$ cat src/rtl/fsu_pkg.sv
package fsu_pkg;

    typedef enum logic [1:0] {
        K_NONE = 2'd0,
        K_ALU  = 2'd1,
        K_LOAD = 2'd2,
        K_LINK = 2'd3
    } kind_e;

    typedef enum logic [1:0] {
        SRC_RF  = 2'd0,
        SRC_EX  = 2'd1,
        SRC_MEM = 2'd2,
        SRC_WB  = 2'd3
    } src_e;

endpackage

$ cat src/rtl/fsu_shadow.sv
module fsu_shadow
    import fsu_pkg::*;
#(
    parameter int AW = 5,
    parameter int DW = 32
) (
    input  logic          clk,
    input  logic          rst_n,
    input  logic          stall,
    input  logic [AW-1:0] dec_dest,
    input  kind_e         dec_kind,
    input  logic [DW-1:0] ex_result,
    input  logic [DW-1:0] mem_rdata,
    output logic [AW-1:0] e_dest,
    output kind_e         e_kind,
    output logic [AW-1:0] m_dest,
    output kind_e         m_kind,
    output logic [DW-1:0] m_val,
    output logic [AW-1:0] w_dest,
    output kind_e         w_kind,
    output logic [DW-1:0] w_val
);

    logic [DW-1:0] m_res;

    // execute slot: a stall injects a no-op with every enable low
    always_ff @(posedge clk) begin
        if (!rst_n) begin
            e_kind <= K_NONE;
            e_dest <= '0;
        end else if (stall) begin
            e_kind <= K_NONE;
            e_dest <= '0;
        end else begin
            e_kind <= dec_kind;
            e_dest <= dec_dest;
        end
    end

    // memory and writeback slots always advance
    always_ff @(posedge clk) begin
        if (!rst_n) begin
            m_kind <= K_NONE;
            m_dest <= '0;
            m_res  <= '0;
            w_kind <= K_NONE;
            w_dest <= '0;
            w_val  <= '0;
        end else begin
            m_kind <= e_kind;
            m_dest <= e_dest;
            m_res  <= ex_result;
            w_kind <= m_kind;
            w_dest <= m_dest;
            w_val  <= m_val;
        end
    end

    assign m_val = (m_kind == K_LOAD) ? mem_rdata : m_res;

endmodule

$ cat src/rtl/fsu_hazard.sv
module fsu_hazard
    import fsu_pkg::*;
#(
    parameter int AW          = 5,
    parameter bit FULL_BYPASS = 1'b1
) (
    input  logic [AW-1:0] dec_rs,
    input  logic          dec_rs_en,
    input  logic [AW-1:0] dec_rt,
    input  logic          dec_rt_en,
    input  logic [AW-1:0] e_dest,
    input  kind_e         e_kind,
    input  logic [AW-1:0] m_dest,
    input  kind_e         m_kind,
    input  logic [AW-1:0] w_dest,
    input  kind_e         w_kind,
    output logic          stall,
    output src_e          sel_a,
    output src_e          sel_b
);

    logic e_wr, m_wr, w_wr;

    assign e_wr = (e_kind != K_NONE) && (e_dest != '0);
    assign m_wr = (m_kind != K_NONE) && (m_dest != '0);
    assign w_wr = (w_kind != K_NONE) && (w_dest != '0);

    function automatic src_e pick(
        input logic          en,
        input logic [AW-1:0] r,
        input logic          hit_e,
        input logic [AW-1:0] de,
        input logic          hit_m,
        input logic [AW-1:0] dm,
        input logic          hit_w,
        input logic [AW-1:0] dw
    );
        if (!en || r == '0)          return SRC_RF;
        if (hit_e && r == de)        return SRC_EX;
        if (hit_m && r == dm)        return SRC_MEM;
        if (hit_w && r == dw)        return SRC_WB;
        return SRC_RF;
    endfunction

    generate
        if (FULL_BYPASS) begin : g_full
            logic e_fwd, e_ld;
            assign e_fwd = e_wr && (e_kind == K_ALU || e_kind == K_LINK);
            assign e_ld  = e_wr && (e_kind == K_LOAD);
            always_comb begin
                sel_a = pick(dec_rs_en, dec_rs, e_fwd, e_dest, m_wr, m_dest, w_wr, w_dest);
                sel_b = pick(dec_rt_en, dec_rt, e_fwd, e_dest, m_wr, m_dest, w_wr, w_dest);
                stall = e_ld && ((dec_rs_en && dec_rs == e_dest) ||
                                 (dec_rt_en && dec_rt == e_dest));
            end
        end else begin : g_lite
            logic e_fwd, e_hold;
            assign e_fwd  = e_wr && (e_kind == K_ALU);
            assign e_hold = e_wr && (e_kind == K_LOAD || e_kind == K_LINK);
            always_comb begin
                sel_a = pick(dec_rs_en, dec_rs, e_fwd, e_dest, 1'b0, m_dest, 1'b0, w_dest);
                sel_b = SRC_RF;
                stall = (dec_rs_en && ((e_hold && dec_rs == e_dest) ||
                                       (m_wr   && dec_rs == m_dest) ||
                                       (w_wr   && dec_rs == w_dest))) ||
                        (dec_rt_en && ((e_wr   && dec_rt == e_dest) ||
                                       (m_wr   && dec_rt == m_dest) ||
                                       (w_wr   && dec_rt == w_dest)));
            end
        end
    endgenerate

endmodule

$ cat src/rtl/fsu_opmux.sv
module fsu_opmux
    import fsu_pkg::*;
#(
    parameter int DW = 32
) (
    input  src_e          sel,
    input  logic [DW-1:0] rf_val,
    input  logic [DW-1:0] e_val,
    input  logic [DW-1:0] m_val,
    input  logic [DW-1:0] w_val,
    output logic [DW-1:0] y
);

    always_comb begin
        unique case (sel)
            SRC_RF:  y = rf_val;
            SRC_EX:  y = e_val;
            SRC_MEM: y = m_val;
            SRC_WB:  y = w_val;
            default: y = rf_val;
        endcase
    end

endmodule

$ cat src/rtl/fwd_stall_unit.sv
module fwd_stall_unit
    import fsu_pkg::*;
#(
    parameter int AW          = 5,
    parameter int DW          = 32,
    parameter bit FULL_BYPASS = 1'b1
) (
    input  logic          clk,
    input  logic          rst_n,
    input  logic [AW-1:0] dec_rs,
    input  logic          dec_rs_en,
    input  logic [AW-1:0] dec_rt,
    input  logic          dec_rt_en,
    input  logic [AW-1:0] dec_dest,
    input  logic [1:0]    dec_kind,
    input  logic [DW-1:0] rf_rs_val,
    input  logic [DW-1:0] rf_rt_val,
    input  logic [DW-1:0] ex_result,
    input  logic [DW-1:0] mem_rdata,
    output logic          stall,
    output logic [1:0]    sel_a,
    output logic [1:0]    sel_b,
    output logic [DW-1:0] opnd_a,
    output logic [DW-1:0] opnd_b
);

    logic [AW-1:0] e_dest, m_dest, w_dest;
    kind_e         e_kind, m_kind, w_kind;
    logic [DW-1:0] m_val, w_val;
    src_e          src_a, src_b;

    fsu_shadow #(.AW(AW), .DW(DW)) u_shadow (
        .clk       (clk),
        .rst_n     (rst_n),
        .stall     (stall),
        .dec_dest  (dec_dest),
        .dec_kind  (kind_e'(dec_kind)),
        .ex_result (ex_result),
        .mem_rdata (mem_rdata),
        .e_dest    (e_dest),
        .e_kind    (e_kind),
        .m_dest    (m_dest),
        .m_kind    (m_kind),
        .m_val     (m_val),
        .w_dest    (w_dest),
        .w_kind    (w_kind),
        .w_val     (w_val)
    );

    fsu_hazard #(.AW(AW), .FULL_BYPASS(FULL_BYPASS)) u_hazard (
        .dec_rs    (dec_rs),
        .dec_rs_en (dec_rs_en),
        .dec_rt    (dec_rt),
        .dec_rt_en (dec_rt_en),
        .e_dest    (e_dest),
        .e_kind    (e_kind),
        .m_dest    (m_dest),
        .m_kind    (m_kind),
        .w_dest    (w_dest),
        .w_kind    (w_kind),
        .stall     (stall),
        .sel_a     (src_a),
        .sel_b     (src_b)
    );

    fsu_opmux #(.DW(DW)) u_mux_a (
        .sel    (src_a),
        .rf_val (rf_rs_val),
        .e_val  (ex_result),
        .m_val  (m_val),
        .w_val  (w_val),
        .y      (opnd_a)
    );

    fsu_opmux #(.DW(DW)) u_mux_b (
        .sel    (src_b),
        .rf_val (rf_rt_val),
        .e_val  (ex_result),
        .m_val  (m_val),
        .w_val  (w_val),
        .y      (opnd_b)
    );

    assign sel_a = src_a;
    assign sel_b = src_b;

endmodule

$ cat config.mk
export PLATFORM = sky130hd
export DESIGN_NAME = fwd_stall_unit
export DESIGN_NICKNAME = d
export VERILOG_FILES = /design/src/rtl/fsu_pkg.sv /design/src/rtl/fsu_shadow.sv /design/src/rtl/fsu_hazard.sv /design/src/rtl/fsu_opmux.sv /design/src/rtl/fwd_stall_unit.sv
export SDC_FILE = /design/constraint.sdc
export NUM_CORES = 1
export LEC_CHECK = 0
export ABC_AREA = 0
export CORE_AREA = 8 8 121 123
export DETAILED_ROUTE_END_ITERATION = 6
export DIE_AREA = 0 0 129 131
export DONT_BUFFER_PORTS = 1
export PLACE_DENSITY = 0.67
export SKIP_LAST_GASP = 1
export SYNTH_ARGS = -nofsm -noshare
export SYNTH_HDL_FRONTEND = slang
export SYNTH_HIERARCHICAL = 1
export SYNTH_SLANG_ARGS = --single-unit
$ cat constraint.sdc
create_clock -name clk -period 9.7 [get_ports clk]
set_clock_uncertainty 0.1 [all_clocks]
set_input_delay 2.425 -clock clk [delete_from_list [all_inputs] [get_ports clk]]
set_output_delay 2.425 -clock clk [all_outputs]
set_load 0.01 [all_outputs]
After elaboration in Yosys (flattened, before gate mapping):

Cells that the tools add are included.

* register bits after elaboration: 85
* latch bits: 0
* bits in writable memories: 0
* ROM bits: 0
* memories kept: 0

* $add $sub $neg: 0
* multipliers: 0
* div/mod/pow operators: 0
* order comparisons: 0
* equality and inequality tests: 16
* shift-type cells: 0
* muxes and demuxes: 39
* bitwise gates (word level): 1
* reduce and logical (&&, ||, !) cells: 31

Operators with widths (number)
* 32-bit one-hot mux with 4 select lines: 2
* 2-bit 2-to-1 mux: 16
* 32-bit 2-to-1 mux: 1
* 5-bit == test: 6
* 1-bit 2-to-1 mux: 20
* 5-bit nonzero test: 3
* 2-bit == test, second input constant: 7
* 1-bit logical AND: 14
* 5-bit logical NOT: 2
* 2-bit by 1-bit == test with 1-bit output, second input constant: 3
* 2-bit nonzero test: 3
* 2-bit logical NOT: 2
* 1-bit logical OR: 4
* 1-bit logical NOT: 2
* 2-bit OR reduction: 1
* 1-bit NOT: 1

Depth between registers and ports, before layout:

Gate-level depths: netlist of the first run.

* depth in word-level cells: 17
* gate-level depth with buffers: 8

Cells and area by module:

The synthesis of the first run kept the hierarchy.

By module, submodules not included
* fsu_shadow: instances 1, cells each 287, area an instance 3246.9 um2
* fsu_opmux: instances 2, cells each 39, area an instance 814.5 um2
* fsu_hazard: instances 1, cells each 68, area an instance 499.2 um2

Least setup slack after synthesis of the first run:

Ideal clock, no wire load.

* path type: in2out
* start: input port dec_rt[4]
* end: output port opnd_b[0]
* data arrival time: 4.191 ns
* required time: 7.175 ns
* slack: 2.984 ns
* stages on the path: 8
* buffers on the path: 2
* cells stage by stage: xnor2_1 nand3_1 nor4_1 a21oi_1 nor2_1 buf_6 buf_12 mux4_2

* longest elaborated chain between the ends: 12
* elaborated cells between the ends (all ways): 30
* those cells by class: 6 x eq/ne; 18 x mux; 6 x reduce/logical

Ends and longest elaborated chain
* from (decl): RTL line fwd_stall_unit.sv:12 `input logic [AW-1:0] dec_rt,`
* 5-bit == test: RTL line fsu_hazard.sv:41 `if (hit_w && r == dw) return SRC_WB;`
* 1-bit logical AND: RTL line fsu_hazard.sv:41
* 1-bit 2-to-1 mux (2 in series): RTL line fsu_hazard.sv:41
* 1-bit 2-to-1 mux: RTL line fsu_hazard.sv:40 `if (hit_m && r == dm) return SRC_MEM;`
* 1-bit 2-to-1 mux: RTL line fsu_hazard.sv:39 `if (hit_e && r == de) return SRC_EX;`
* 2-bit 2-to-1 mux: RTL line fsu_hazard.sv:42 `return SRC_RF;`
* 2-bit 2-to-1 mux: RTL line fsu_hazard.sv:41
* 2-bit 2-to-1 mux: RTL line fsu_hazard.sv:40
* 2-bit 2-to-1 mux (*): RTL line fsu_hazard.sv:39
* named net sel_b[0]: RTL line fwd_stall_unit.sv:22 `output logic [1:0] sel_b,`
* 2-bit == test (tied with other cells): RTL line fsu_opmux.sv:15 `unique case (sel)`
* 32-bit one-hot mux with 4 select lines (*): RTL line fsu_opmux.sv:15
* to (decl): RTL line fwd_stall_unit.sv:24 `output logic [DW-1:0] opnd_b`

Mark *: on every way through the listed nets, which the timed path passes. The rest lies on a longest branch. The select of a mux whose other input is x is not followed.

Worst setup path after layout of the first run:

* start: input port dec_rt[4]
* end: output port opnd_b[25]

* longest elaborated chain between the ends: 12
* elaborated cells between the ends (all ways): 30
* those cells by class: 6 x eq/ne; 18 x mux; 6 x reduce/logical

Ends and longest elaborated chain (RTL line)
* 5-bit == test: fsu_hazard.sv:41
* 1-bit logical AND: fsu_hazard.sv:41
* 1-bit 2-to-1 mux (2 in series): fsu_hazard.sv:41
* 1-bit 2-to-1 mux: fsu_hazard.sv:40
* 1-bit 2-to-1 mux: fsu_hazard.sv:39
* 2-bit 2-to-1 mux: fsu_hazard.sv:42
* 2-bit 2-to-1 mux: fsu_hazard.sv:41
* 2-bit 2-to-1 mux: fsu_hazard.sv:40
* 2-bit 2-to-1 mux (*): fsu_hazard.sv:39
* 2-bit == test (tied with other cells): fsu_opmux.sv:15
* 32-bit one-hot mux with 4 select lines (*): fsu_opmux.sv:15

Mark *: on every way between the ends. The rest lies on a longest branch, timed or not. The select of a mux whose other input is x is not followed.

==> results of run 1 <==
[per-layer routing]
layer	share of wire	track usage	vias to the layer above
met4	0.022	0.0753	0
met1	0.36	0.152	1620
met2	0.52	0.264	160
met5	0	0	-
met3	0.098	0.0515	18
li1	-	-	1554
[cell usage after synthesis (3+ instances only)]
cell type	number	area (µm²)
nor2_1	4	15.0
nor3_1	3	15.0
mux4_2	60	1350
and2_1	53	332
mux4_1	4	105
xnor2_1	24	210
mux2i_1	32	320
mux2_4	28	420
mux2_2	4	45.0
buf_12	10	200
nand3_1	6	30.0
buf_6	5	56.3
xor2_1	6	52.6
clkbuf_1	5	18.8
or4_1	5	37.5
dfxtp_1	85	1700
nand2_1	67	251
buf_2	13	65.1
[path summary, 6_finish.rpt]
path	start	to	slack, ns
hold reg to reg	u_shadow/m_res[18]	u_shadow/w_val[18]	0.35
setup reg to reg	u_shadow/e_dest[2]	u_shadow/e_kind[0]	7.33
hold / removal	u_shadow/m_res[18]	u_shadow/w_val[18]	0.35
setup / recovery	dec_rt[4]	opnd_b[25]	1.95
[per-stage QoR]
step	util	cell area, µm²	power, mW	hold WS, ns	cells
floorplan	-	5380	0.476	0.327	433
global placement	0.413	5320	0.479	0.337	581
detailed placement	0.413	5320	0.482	0.344	581
CTS	0.434	5590	0.800	0.354	596
global route	0.434	5590	0.821	0.374	596
finish	0.434	5590	0.784	0.351	596
[power by group]
group,internal [mW],switching [mW],leakage [nW]
Sequential,0.367,0.0113,0.703
Clock,0.178,0.133,0.127
Combinational,0.0568,0.0382,1.06
[sequential cells by signal, summed over array words and instances, names as in the netlist]
register / flops
u_shadow/w_val: 32
u_shadow/w_dest: 5
u_shadow/m_dest: 5
u_shadow/w_kind: 2
u_shadow/m_res: 32
u_shadow/e_dest: 5
u_shadow/m_kind: 2
u_shadow/e_kind: 2
[kinds of logic after synthesis]
kind of cell	share of synthesized area
simple gates	0.145
mux	0.417
flops	0.317
buf+inv	0.0633
xor+xnor	0.0489
compound gates	0.00954
[cell type report]
class,count,area (µm²)
fillers,1198,7290
multi-input cells,315,3360
flip-flops and latches,85,1700
clock buffers,11,243
well taps,176,220
repair buffers,5,37.5
clock inverters,4,25.0
[cell usage in the layout (no fill, tap or decap)]
cell type,n
o21ai_1,1
xnor2_1,24
mux4_1,4
nor4b_1,1
a22oi_1,1
buf_4,5
o22ai_1,1
nor2_1,2
dfxtp_1,85
nor4_1,2
a21oi_1,2
nor2b_4,1
clkinv_2,2
clkbuf_16,9
mux2i_1,32
o21ai_0,2
mux4_2,60
nor2_4,2
clkinvlp_4,2
and2_1,53
or4_4,1
o22ai_2,1
mux2_2,4
xor2_1,6
nor3b_4,2
nor2b_1,1
mux2_4,28
nand2_1,67
nand3_1,6
or4_1,5
clkbuf_1,1
or3_1,1
clkbuf_8,1
nand2b_1,2
nor3_1,3
[critical path: cells and delay by family]
kind / cells / cell delay, ns
xor gates and xnor gates: 1 / 0.12
muxes: 1 / 0.60
AOI/OAI and AO/OA: 1 / 0.16
buffers and inverters: 1 / 0.45
and+or+nand+nor: 3 / 1.43
==> reports/qor.csv, run 1 <==
metric;value;unit
cts_tree;built;
syn_inst;433;
antennaDiodeCount;0;
synth-edff-count;0;
rsz0062_at_grt;no;
finalHoldViolCount;0;
crit_path_cell_trace;xnor2_1 > nand3_1 > nor4_1 > a21oi_1 > nor2_4 > buf_4 > mux4_2;
power_density;140;mW/mm²
pre_cts_slack;1.96;ns
finalSetupTns;0;ns
irDropWorstVdd;96.2;µV
slew_headroom;0.362;
place_congestion;0.855;
cts_inserted_buffers;9;
slew_violations;0;
ys_ff_latch;85;
yosysSeqAreaShare;0.317;
syn_avg_cell_area;12.4;µm²
period_minus_slack;7.75;ns
hp-class;reg2reg;
clockBufferDepth;2;
cts_max_level;3;
setup_violations;0;
syn-cell-area;0.00538;mm²
crit_type;in2out;
vias;3352;
avgRoutedWirePerCell;21.5;µm
placement.io_buffers;0;
grt_util_all_layers;0.148;
die_h;131;µm
crit_fanout;18;
final_antenna_net_count;0;
cts_hold_repair.buffers;0;
ys_warn_count;6;
cap_violations;0;
antenna_found_initial;0;
startpoint_type;input port;
drc_errors;0;
cpMaxStageDelayCell;nor2_4;
fin_ws;1.95;ns
async_flop_share;0;
leakagePower;1.89;nW
grt_pass1_wl;19100;µm
cts_root_buf;clkbuf_16;
worstPathArrival;5.22;ns
nets;565;
die_x;129;µm
grt_pass1_vias;3597;
grt_max_degree;112;
fmax;0.129;GHz
ff2ff_path_depth;7;
period_share;0.799;
area_delta_synth_final;3.96;%
coreArea;0.0129;mm²
cpPeakStageDelay;0.70;ns
ys.flop_type;dfxtp_1;
die_area;0.0169;mm²
cts.clk_slew.worst_paths;0.05;ns
place_hpwl;9730;µm
initial_utilization;0.417;
numClockSinks;85;
drtIter0Drc;98;
end_kind;output pin;
viasPerCell;5.62;
clock_latency;0.33;ns
hold_depth;2;
drive_gt1_frac;0.281;
yosysUniqueCellTypes;32;
ios;218;
fp-row-count;42;
syn_nets;582;
worst_pin_slew;0.956;ns
first_pass_iters;6;
drt_wl_total;12800;µm
grt_overflow;0;
critPathRequiredTime;7.18;ns
cts_setup_buffers;0;
cts_resized;0;
outcome;complete, no violations;
No activity file was read; power rests on OpenSTA's default activity.
==> run 2, diff against run 1 <==
clock period = 7.7 ns   (was 9.7 ns; I/O delays follow)
==> run 2 against run 1 <==
Effect of this change:
- total power grew 39%
- via count grew 1.7%
- combinational power grew 27%
- sequential power grew 26%
- die area is the same
- flip-flop and latch count is the same
- critical path depth is the same
- worst setup slack lost 0.84 ns
- utilization grew 0.88 points
- first-iteration DRC count grew 91%
- wire length grew 2.7%
- largest power group is now clock
- highest routed layer unchanged
==> reports/qor.csv, run 2 (same netlist as run 1, synthesis figures left out) <==
metric;value;unit;change
slew_violations;0;;unchanged
cts_resized;0;;unchanged
p_seq_frac;0.438;;was 0.483
finalSetupTns;0;ns;unchanged
cap_violations;0;;unchanged
worst_pin_slew;1.09;ns;was 0.956 ns
setup_violations;0;;unchanged
cts_root_buf;clkbuf_16;;unchanged
outcome;complete, no violations;;unchanged
fmax;0.152;GHz;
ios;218;;unchanged
drt_wl_total;13100;µm;was 12800 µm
clockBufferDepth;2;;unchanged
r2r_slack;5.29;ns;was 7.33 ns
antenna_found_initial;0;;unchanged
cts_tree;built;;unchanged
cts.clk_slew.worst_paths;0.06;ns;was 0.05 ns
first_pass_iters;4;;was 6
power_frac_comb;0.111;;was 0.121
viasPerCell;5.69;;was 5.62
grt_pass1_vias;3645;;was 3597
initial_utilization;0.417;;unchanged
drc_errors;0;;unchanged
finalHoldViolCount;0;;unchanged
dpl.cell_count;583;;was 581
pwr-share-clk;0.451;;was 0.396
crit_fanout;19;;was 18
numClockSinks;85;;unchanged
irDropWorstVdd;149;µV;was 96.2 µV
critPathRequiredTime;5.68;ns;was 7.18 ns
end_kind;output pin;;unchanged
cts_max_level;3;;unchanged
grt_util_all_layers;0.149;;was 0.148
nets;567;;was 565
layout_commonest_cell;dfxtp_1;;unchanged
r2r-start;u_shadow/e_dest[2];;unchanged
placement.io_buffers;0;;unchanged
grt_pass1_wl;19200;µm;was 19100 µm
period_minus_slack;6.58;ns;
place_hpwl;9880;µm;was 9730 µm
area_delta_synth_final;6.08;%;was 3.96%
utilization;0.443;;was 0.434
clock_latency;0.33;ns;about the same
crit_type;in2out;;unchanged
grt_overflow;0;;unchanged
cts_hold_repair.buffers;0;;unchanged
cts_setup_buffers;0;;unchanged
drtIter0Drc;187;;was 98
rsz0062_at_grt;no;;unchanged
avgRoutedWirePerCell;21.9;µm;was 21.5 µm
final_antenna_net_count;0;;unchanged
p_sw;0.230;mW;was 0.182 mW
min_from;u_shadow/m_res[0];;was u_shadow/m_res[18]
p_int;0.860;mW;was 0.602 mW
vias;3409;;was 3352
drive_gt1_frac;0.284;;was 0.281
grt_max_degree;112;;unchanged
place_congestion;0.921;;was 0.855
coreArea;0.0129;mm²;unchanged
largestRegisters;u_shadow/m_res: 32 flops, u_shadow/w_val: 32 flops;;unchanged
hp-class;reg2reg;;unchanged
antennaDiodeCount;0;;unchanged
slew_headroom;0.274;;was 0.362
die_h;131;µm;unchanged
power_density;191;mW/mm²;was 140 mW/mm²
die_x;129;µm;unchanged
fp-row-count;42;;unchanged
period_share;0.855;;
cts_inserted_buffers;9;;unchanged
final_cell_mix;dfxtp_1 (85), nand2_1 (67), mux4_2 (60);;unchanged
stdcell_count;599;;was 596
die_area;0.0169;mm²;unchanged
fillerInstances;1178;;was 1198
leakagePower;1.95;nW;was 1.89 nW
startpoint;dec_rt[0];;was dec_rt[4]
startpoint_type;input port;;unchanged
sw_frac_of_total;0.211;;was 0.232
worstPathArrival;4.56;ns;was 5.22 ns
==> run 2: through the flow <==
stage | worst slack, ns | area, µm² | hold slack (ns) | power, mW
3_3_place_gp | 1.21 | 5360 | 0.337 | 0.603
6_report | 1.12 | 5700 | 0.353 | 1.09
2_1_floorplan | 1.98 | 5380 | 0.327 | 0.600
5_1_grt | 0.958 | 5700 | 0.374 | 1.14
4_1_cts | 1.07 | 5700 | 0.358 | 1.11
3_5_place_dp | 1.07 | 5360 | 0.342 | 0.608
==> run 2: path summary, 6_finish.rpt <==
path	endpoint	cells past startpoint
setup / recovery	opnd_b[28]	7
hold / removal	u_shadow/w_val[0]	2
setup reg to reg	u_shadow/e_dest[0]	7
hold reg to reg	u_shadow/w_val[0]	2
==> run 2: metal layers <==
metal | vias to the layer above | wire (µm) | part of all wire | global-route usage
met2 | 152 | 7060 | 0.54 | 0.278
met4 | 0 | 204 | 0.016 | 0.0691
li1 | 1554 | - | - | -
met5 | - | 0 | 0 | 0
met1 | 1688 | 4580 | 0.35 | 0.144
met3 | 15 | 1290 | 0.098 | 0.0556
==> run 2: final cells by class <==
cell class | count | area (µm²) | area share
flip-flops and latches | 85 | 1700 | 0.298
multi-input cells | 315 | 3360 | 0.589
well taps | 176 | 220 | 0.0386
clock inverters | 4 | 95.1 | 0.0167
repair buffers | 7 | 77.6 | 0.0136
clock buffers | 12 | 246 | 0.0432
==> run 2: power groups by stage <==
stage / clock network [mW] / logic (mW) / registers (mW)
after detailed placement: 0 / 0.122 / 0.487
after global routing: 0.527 / 0.129 / 0.479
final: 0.491 / 0.121 / 0.477
after floorplan: 0 / 0.118 / 0.482
after CTS: 0.509 / 0.122 / 0.477
after global placement: 0 / 0.118 / 0.485
==> run 2: critical path: stages <==
cell and delay, ns:
xnor2_1 0.14, nand3_1 0.15, nor4_1 0.63, a21oi_1 0.16, nor2_4 0.60, buf_12 0.29, mux4_1 0.65
==> run 3, diff against run 2 <==
PLACE_DENSITY = default   (was 0.67)
==> run 3 against run 2 <==
Effect of this change:
- critical path depth stayed put
- utilization up 0.13 points
- total power grew 0.71%
- fmax is 0.94% higher
- critical endpoint is now opnd_b[29]
- worst setup slack improved by 0.062 ns
- critical path type unchanged
==> reports/qor.csv, run 3 (same netlist as run 1, synthesis figures left out) <==
metric;value;unit;change
outcome;complete, no violations;;unchanged
die_x;129;µm;unchanged
die_area;0.0169;mm²;unchanged
cts_max_level;3;;unchanged
dr_wl_met3;1370;µm;was 1290 µm
drt_wl_total;13200;µm;was 13100 µm
layout_commonest_cell;dfxtp_1;;unchanged
cts_setup_buffers;0;;unchanged
highest_layer;met5;;was met4
met2_length;6640;µm;was 7060 µm
period_share;0.847;;was 0.855
pre_cts_slack;1.13;ns;was 1.07 ns
worst_pin_slew;0.805;ns;was 1.09 ns
ff2ff_path_depth;7;;unchanged
grt_util_all_layers;0.152;;was 0.149
cts.clk_slew.worst_paths;0.06;ns;about the same
nets;568;;was 567
crit_fanout;19;;unchanged
cts_inserted_buffers;9;;unchanged
cts_root_buf;clkbuf_16;;unchanged
leakagePower;1.96;nW;was 1.95 nW
finalSetupTns;0;ns;unchanged
place_congestion;0.910;;was 0.921
cap_violations;0;;unchanged
power_density;192;mW/mm²;was 191 mW/mm²
initial_utilization;0.417;;unchanged
rsz0062_at_grt;no;;unchanged
cts_resized;0;;unchanged
setup_violations;0;;unchanged
final_cell_mix;dfxtp_1 (85), nand2_1 (67), mux4_2 (60);;unchanged
numClockSinks;85;;unchanged
hp-class;reg2reg;;unchanged
reg2reg_to;u_shadow/e_kind[1];;was u_shadow/e_dest[0]
drc_errors;0;;unchanged
holdPathEnd;u_shadow/w_val[27];;was u_shadow/w_val[0]
coreArea;0.0129;mm²;unchanged
hold_depth;2;;unchanged
die_h;131;µm;unchanged
slew_violations;0;;unchanged
finalHoldViolCount;0;;unchanged
cts_tree;built;;unchanged
grt_pass1_vias;3586;;was 3645
vias;3387;;was 3409
placement.io_buffers;0;;unchanged
irDropWorstVdd;122;µV;was 149 µV
final_antenna_net_count;0;;unchanged
wl_met1;4950;µm;was 4580 µm
viasPerCell;5.65;;was 5.69
first_pass_iters;4;;unchanged
antenna_found_initial;2;;was 0
cts_hold_repair.buffers;0;;unchanged
startpoint_type;input port;;unchanged
fmax;0.153;GHz;was 0.152 GHz
power.total;1.10;mW;was 1.09 mW
critPathRequiredTime;5.68;ns;about the same
worstPathArrival;4.50;ns;was 4.56 ns
antennaDiodeCount;0;;unchanged
drive_gt1_frac;0.288;;was 0.284
min_from;u_shadow/m_res[27];;was u_shadow/m_res[0]
grt_pass1_wl;19500;µm;was 19200 µm
fp-row-count;42;;unchanged
end_kind;output pin;;unchanged
avgRoutedWirePerCell;22.1;µm;was 21.9 µm
period_minus_slack;6.52;ns;was 6.58 ns
crit_type;in2out;;unchanged
place_hpwl;10200;µm;was 9880 µm
holdWs;0.352;ns;was 0.353 ns
grt_overflow;0;;unchanged
slew_headroom;0.458;;was 0.274
ios;218;;unchanged
clock_latency;0.34;ns;was 0.33 ns
grt_max_degree;112;;unchanged
r2r-start;u_shadow/e_dest[2];;unchanged
clockBufferDepth;2;;unchanged
r2r_slack;5.36;ns;was 5.29 ns
fin_ws;1.18;ns;was 1.12 ns
drtIter0Drc;120;;was 187
largestRegisters;u_shadow/m_res: 32 flops, u_shadow/w_val: 32 flops;;unchanged
area_delta_synth_final;6.38;%;was 6.08%
-- run 3: cell types whose count changed in the layout (fill, tap and decap cells not counted) --
cell,change
clkbuf_1,-1
buf_4,+1
clkinv_2,-1
clkinv_4,+2
-- run 3: metal layers --
layer / vias up / track usage
met1: 1627 / 0.164
met5: - / 0
li1: 1561 / -
met2: 170 / 0.265
met3: 25 / 0.0556
met4: 4 / 0.0650
-- run 3: report_power, final --
part / switching (mW) / internal [mW] / total (mW)
Clock: 0.172 / 0.327 / 0.499
Sequential: 0.0144 / 0.463 / 0.477
Combinational: 0.0492 / 0.0717 / 0.121
Total: 0.236 / 0.861 / 1.10
-- run 3: layout make-up --
type | instances | area (µm²)
clock buffer | 11 | 243
clock inverter | 5 | 108
fill | 1202 | 7160
multi-input combinational | 315 | 3360
sequential | 85 | 1700
tap | 176 | 220
timing repair buffer | 8 | 85.1
-- run 3: worst max path at each step --
| stage | to | slack (ns) | cells past startpoint | startpoint |
|---|---|---|---|---|
| finish | opnd_b[29] | 1.18 | 7 | dec_rt[0] |
| global route | opnd_b[29] | 0.93 | 7 | dec_rt[0] |
| CTS | opnd_b[29] | 1.11 | 7 | dec_rt[0] |
| detailed placement | opnd_b[29] | 1.13 | 7 | dec_rt[0] |
| global placement | opnd_b[29] | 1.20 | 7 | dec_rt[4] |
| floorplan | opnd_b[0] | 1.98 | 8 | dec_rt[4] |
-- run 3: through the flow --
step                       util  cell area, µm²  instances
after floorplan               -            5380        433
after global placement    0.417            5370        584
after detailed placement  0.417            5370        584
after CTS                 0.444            5720        600
after global routing      0.444            5720        600
final                     0.444            5720        600
-- run 3: worst max-delay path, stage by stage --
cell and delay (ns):
xnor2_1 0.13, nand3_1 0.14, nor4_1 0.59, a21oi_1 0.15
nor2_4 0.61, buf_12 0.29, mux4_1 0.64
